## src/rtl/ivm_pkg.sv

```systemverilog
package ivm_pkg;

  localparam logic [1:0] MODE_INDEX = 2'd0;
  localparam logic [1:0] MODE_REGVEC = 2'd1;
  localparam logic [1:0] MODE_HWVEC = 2'd2;

  // strobes from control to datapath
  typedef struct packed {
    logic clrIdx;   // retire the channel named by the index register
    logic clrVec;   // retire the channel named by the vector register
    logic freeze;   // hold the vector register
  } ivmStrobe_t;

endpackage

```

## src/rtl/ivm_ctrl.sv

```systemverilog
module ivm_ctrl
  import ivm_pkg::*;
(
  input  logic       clk,
  input  logic       rstN,
  input  logic [1:0] mode,
  input  logic       rdEn,
  input  logic       rdSel,
  input  logic       ack,
  output ivmStrobe_t strb,
  output logic       addrValid
);

  logic ackPrev;
  logic isHw;
  logic isReg;
  logic isIdx;

  assign isHw  = (mode == MODE_HWVEC);
  assign isReg = (mode == MODE_REGVEC);
  assign isIdx = !isHw && !isReg;

  always_ff @(posedge clk or negedge rstN) begin
    if (!rstN) begin
      ackPrev   <= 1'b0;
      addrValid <= 1'b0;
    end else begin
      ackPrev   <= ack;
      addrValid <= isHw && ack;
    end
  end

  always_comb begin
    strb.clrIdx = isIdx && rdEn && !rdSel;
    strb.clrVec = (isReg && rdEn && rdSel) || (isHw && ack && !ackPrev);
    strb.freeze = isHw && ack;
  end

endmodule

```

## src/rtl/ivm_datapath.sv

```systemverilog
module ivm_datapath
  import ivm_pkg::*;
#(
  parameter int NUM_CH = 8,
  parameter int ADDR_W = 32,
  localparam int IDX_W = $clog2(NUM_CH + 1),
  localparam int CH_W  = $clog2(NUM_CH)
) (
  input  logic              clk,
  input  logic              rstN,
  input  logic [NUM_CH-1:0] irqReq,
  input  logic [NUM_CH-1:0] enMask,
  input  ivmStrobe_t        strb,
  input  logic              tblWe,
  input  logic [CH_W-1:0]   tblIdx,
  input  logic [ADDR_W-1:0] tblData,
  output logic [IDX_W-1:0]  idxReg,
  output logic [IDX_W-1:0]  vecIdx,
  output logic [ADDR_W-1:0] vecReg,
  output logic [NUM_CH-1:0] pending,
  output logic [NUM_CH-1:0] rise,
  output logic [NUM_CH-1:0] maskedPend
);

  logic [NUM_CH-1:0] reqPrev;
  logic [NUM_CH-1:0] clrMask;
  logic [IDX_W-1:0]  idxNext;
  logic [IDX_W-1:0]  idxD1;
  logic [ADDR_W-1:0] vecLookup;
  logic [ADDR_W-1:0] vecTable [NUM_CH];

  assign rise       = irqReq & ~reqPrev;
  assign maskedPend = pending & enMask;

  always_ff @(posedge clk or negedge rstN) begin
    if (!rstN) reqPrev <= '0;
    else       reqPrev <= irqReq;
  end

  // per-channel pending bit and table entry
  for (genvar c = 0; c < NUM_CH; c++) begin : g_ch
    assign clrMask[c] = (strb.clrIdx && idxReg == IDX_W'(c + 1)) ||
                        (strb.clrVec && vecIdx == IDX_W'(c + 1));

    always_ff @(posedge clk or negedge rstN) begin
      if (!rstN) pending[c] <= 1'b0;
      else       pending[c] <= (pending[c] && !clrMask[c]) || rise[c];
    end

    always_ff @(posedge clk or negedge rstN) begin
      if (!rstN)                                  vecTable[c] <= '0;
      else if (tblWe && tblIdx == CH_W'(c))       vecTable[c] <= tblData;
    end
  end

  // lowest channel number wins
  always_comb begin
    idxNext = '0;
    for (int c = NUM_CH - 1; c >= 0; c--) begin
      if (maskedPend[c]) idxNext = IDX_W'(c + 1);
    end
  end

  always_comb begin
    vecLookup = '0;
    for (int c = 0; c < NUM_CH; c++) begin
      if (idxD1 == IDX_W'(c + 1)) vecLookup = vecTable[c];
    end
  end

  // index, one delay stage, then the vector register
  always_ff @(posedge clk or negedge rstN) begin
    if (!rstN) begin
      idxReg <= '0;
      idxD1  <= '0;
      vecIdx <= '0;
      vecReg <= '0;
    end else begin
      idxReg <= idxNext;
      idxD1  <= idxReg;
      if (!strb.freeze) begin
        vecIdx <= idxD1;
        vecReg <= vecLookup;
      end
    end
  end

endmodule

```

## src/rtl/ivm_top.sv

```systemverilog
module ivm_top
  import ivm_pkg::*;
#(
  parameter int NUM_CH = 8,
  parameter int ADDR_W = 32,
  localparam int IDX_W = $clog2(NUM_CH + 1),
  localparam int CH_W  = $clog2(NUM_CH)
) (
  input  logic              clk,
  input  logic              rstN,
  input  logic [NUM_CH-1:0] irqReq,
  input  logic [NUM_CH-1:0] enMask,
  input  logic [1:0]        mode,
  input  logic              rdEn,
  input  logic              rdSel,
  output logic [ADDR_W-1:0] rdData,
  input  logic              tblWe,
  input  logic [CH_W-1:0]   tblIdx,
  input  logic [ADDR_W-1:0] tblData,
  output logic              irqOut,
  input  logic              ack,
  output logic              addrValid,
  output logic [ADDR_W-1:0] vecAddr
);

  ivmStrobe_t        strb;
  logic [IDX_W-1:0]  idxReg;
  logic [IDX_W-1:0]  vecIdx;
  logic [ADDR_W-1:0] vecReg;
  logic [NUM_CH-1:0] pending;
  logic [NUM_CH-1:0] rise;
  logic [NUM_CH-1:0] maskedPend;

  ivm_ctrl u_ctrl (
    .clk       (clk),
    .rstN      (rstN),
    .mode      (mode),
    .rdEn      (rdEn),
    .rdSel     (rdSel),
    .ack       (ack),
    .strb      (strb),
    .addrValid (addrValid)
  );

  ivm_datapath #(.NUM_CH(NUM_CH), .ADDR_W(ADDR_W)) u_dp (
    .clk        (clk),
    .rstN       (rstN),
    .irqReq     (irqReq),
    .enMask     (enMask),
    .strb       (strb),
    .tblWe      (tblWe),
    .tblIdx     (tblIdx),
    .tblData    (tblData),
    .idxReg     (idxReg),
    .vecIdx     (vecIdx),
    .vecReg     (vecReg),
    .pending    (pending),
    .rise       (rise),
    .maskedPend (maskedPend)
  );

  assign rdData  = rdSel ? vecReg : ADDR_W'(idxReg);
  assign irqOut  = (idxReg != '0);
  assign vecAddr = vecReg;

endmodule

```

## config.mk

```make
export PLATFORM = sky130hd
export DESIGN_NAME = ivm_top
export DESIGN_NICKNAME = d
export VERILOG_FILES = /design/src/rtl/ivm_pkg.sv /design/src/rtl/ivm_ctrl.sv /design/src/rtl/ivm_datapath.sv /design/src/rtl/ivm_top.sv
export SDC_FILE = /design/constraint.sdc
export NUM_CORES = 1
export LEC_CHECK = 0
export CORE_UTILIZATION = 65
export CTS_BUF_LIST = sky130_fd_sc_hd__clkbuf_4
export CTS_CLUSTER_SIZE = 40
export DETAILED_ROUTE_END_ITERATION = 16
export PLACE_DENSITY = 0.95
export REMOVE_ABC_BUFFERS = 1
export SETUP_SLACK_MARGIN = 0.15
export SLEW_MARGIN = 20
export SYNTH_ARGS = -nofsm -noshare
export SYNTH_HDL_FRONTEND = slang
export SYNTH_SLANG_ARGS = --single-unit
```

## constraint.sdc

```tcl
create_clock -name clk -period 2.6 [get_ports clk]
set_input_delay 0.52 -clock clk [delete_from_list [all_inputs] [get_ports clk]]
set_output_delay 0.52 -clock clk [all_outputs]
set_load 0.05 [all_outputs]
```

==> results.cfg <==
[worst_setup_path]
crit_type = register to output pin
cp_max_fo = 6
max_stage_delay_ns = 0.51
critPathRequiredTime_ns = 2.08
rrSetupSlack_ns = 0.29
start_kind = register
cp_cell_sequence = or4_1 -> buf_2
critPathBufInv = 1
critPathArrivalTime_ns = 1.92
cp_top_family = simple AND/OR/NAND/NOR gates
crit_path_end_kind = output pin
crit_slowest_cell = or4_1

[hold_path]
min_path_type = primary input to register

[route]
drt_pass1_iterations = 5
via_count = 10882
viasPerCell = 6.68
antenna_left = 0
routedWlPerCell_um = 24.1
drc = 0
drt-initial-drc-count = 871
wl_mm = 39.2

[timing]
fin_crit_ns = 2.44
worst_clock_skew_ns = 0.0525
slew_viol_final = 0
tightest_slew_ns = 0.546
fin_ws_ns = 0.162
rsz0062_at_grt = no
fmax_mhz = 410
hold_viol_final = 0
setup_viol = 0
slew_headroom_pct = 63.5
fin_crit_sh_pct = 93.8

[finish]
drive_gt1_share_pct = 34.9
mostFrequentLayoutCells = dfrtp_1, mux2_2, clkbuf_4
final_nets = 1360
final_common_cell = dfrtp_1
nFillCells = 1124
syn_to_final_growth_pct = 20.7
instances_no_fill = 1630

[synth]
seq_area_frac_synth_pct = 55.1
ys_seq_elements = 318
synth_top_cell_area_share_pct = 55.1
synthesis.area_um2 = 14400
synth_edf_count = 0
synth-warning-count = 0
synth_cell_types = 58
syn_avg_cell_area_um2 = 12.7
yosysTopAreaCell = dfrtp_1
postSynthCellCount = 1140
async_reset_ff_share_pct = 100
synth.area.top_cells = dfrtp_1, mux2_2, mux2i_1
synth_ff_type = dfrtp_1

[floorplanning]
start_util_pct = 66.2
coreArea_um2 = 21800
fp.dieH_um = 151
io_pins = 125
die_w_um = 151
placementRows = 54
dieArea_um2 = 22800

[clock_tree]
path_clk_slew_ns = 0.07
cts_htree_levels = 3
cts_sinks = 318
cts-root-buf = clkbuf_4
clk_latency_ns = 0.73
cts_buffers = 80
clock_path_buffers = 3
cts_tree = built

[run]
maxCapViolCount = 0

[placed_design]
io_buffers = 124
dp_cells = 1495
place_hpwl_mm = 22.0
place.gp.congestion = 0.918
dp_slack_ns = 0.167

[global_route]
overflow = 0
grt_max_degree = 75
grt_util_all_layers_pct = 36.4
antenna_found_initial = 1
grt_pass1_wl_mm = 62.2
grt_pass1_vias = 11696

[pwr]
p_leak_uw = 0.00752
ir_drop_v = 0.000610
power_density_nw_per_um2 = 886

[outcome]
status = finished, final reports clean
==> cell type report <==
cell class	instances	area [um2]	area share [%]
clock inverters	17	93.8	0.539
multi-input cells	727	6080	34.9
diodes	1	2.50	0.0144
clock buffers	115	863	4.95
flip-flops and latches	318	7970	45.7
inverters	13	48.8	0.280
repair buffers	159	2020	11.6
well taps	280	350	2.01
==> layer usage <==
metal	share of wire, %	track usage, %	vias to the layer above
li1	-	-	4534
met1	37	44.6	5486
met2	50	60.1	705
met3	9.3	8.49	157
met4	3.7	19.4	0
met5	0	0	-
==> logic make-up (layout without fill, tap and decap cells) <==
kind of cell,after synthesis,after routing,share of synthesized area (%)
flip-flops,318,318,55.1
other,0,1,0
adder cells (fa/ha/maj),2,2,0.173
buffers and inverters,95,304,2.98
AND/OR/NAND/NOR,183,183,7.31
AO/OA/AOI/OAI,229,229,10.2
multiplexers,313,313,24.2
==> Yosys cell counts, drive strengths merged, types with 5 or more instances <==
cell type  count
inv           12
nor2b          7
a211oi        37
o221ai         9
nand2         27
clkbuf        39
a2bb2oi        8
dfrtp        318
a221oi         7
mux2         265
and2          47
mux2i         45
o22ai         17
a21oi         57
nor3b          5
or3           22
o21ai         62
o32a           7
buf           43
nor2          32
nand2b        17
==> sequential cells by signal (all words and copies together), names as in the netlist <==
name / count
u_dp.vecTable: 256
u_ctrl.addrValid: 1
u_dp.vecIdx: 4
u_dp.vecReg: 32
u_dp.idxReg: 4
u_dp.pending: 8
u_dp.reqPrev: 8
u_ctrl.ackPrev: 1
u_dp.idxD1: 4
==> power by group <==
part | leakage [uW] | internal (uW) | total, uW | switching, uW
Clock | 0.000578 | 2120 | 4160 | 2040
Combinational | 0.00314 | 2010 | 4480 | 2470
Sequential | 0.00380 | 6040 | 6800 | 757
Total | 0.00752 | 10200 | 15400 | 5270
==> path summary, 6_finish.rpt <==
check	from	cells after the start	to
setup / recovery	u_dp.idxReg[2]	2	irqOut
hold / removal	irqReq[7]	1	u_dp.reqPrev[7]
setup reg to reg	u_dp.idxD1[1]	5	u_dp.vecReg[17]
hold reg to reg	u_dp.reqPrev[2]	1	u_dp.pending[2]
max in group asynchronous	rstN	3	u_dp.vecTable[171]
min in group asynchronous	rstN	2	u_dp.vecTable[49]
==> timing repair <==
action / 4_1_cts / 5_1_grt
endpoints found under the hold margin: 59 / 0
resized for setup: 23 / 5
endpoints found under the setup margin: 19 / 4
hold buffers: 1 / 0
buffers inserted: 0 / 1
==> stage by stage <==
step | area (um2) | power [uW] | hold WS [ns] | util [%] | TNS (ns)
detailed placement | 16500 | 11300 | 0.413 | 75.5 | 0
CTS | 17400 | 15400 | 0.289 | 79.8 | 0
global placement | 16500 | 11000 | 0.404 | 75.5 | 0
floorplan | 14100 | 9440 | 0.224 | - | -92.26
global route | 17400 | 16100 | 0.309 | 79.8 | 0
finish | 17400 | 15400 | 0.304 | 79.8 | 0
Note: power is estimated with default switching activity, not from simulation.
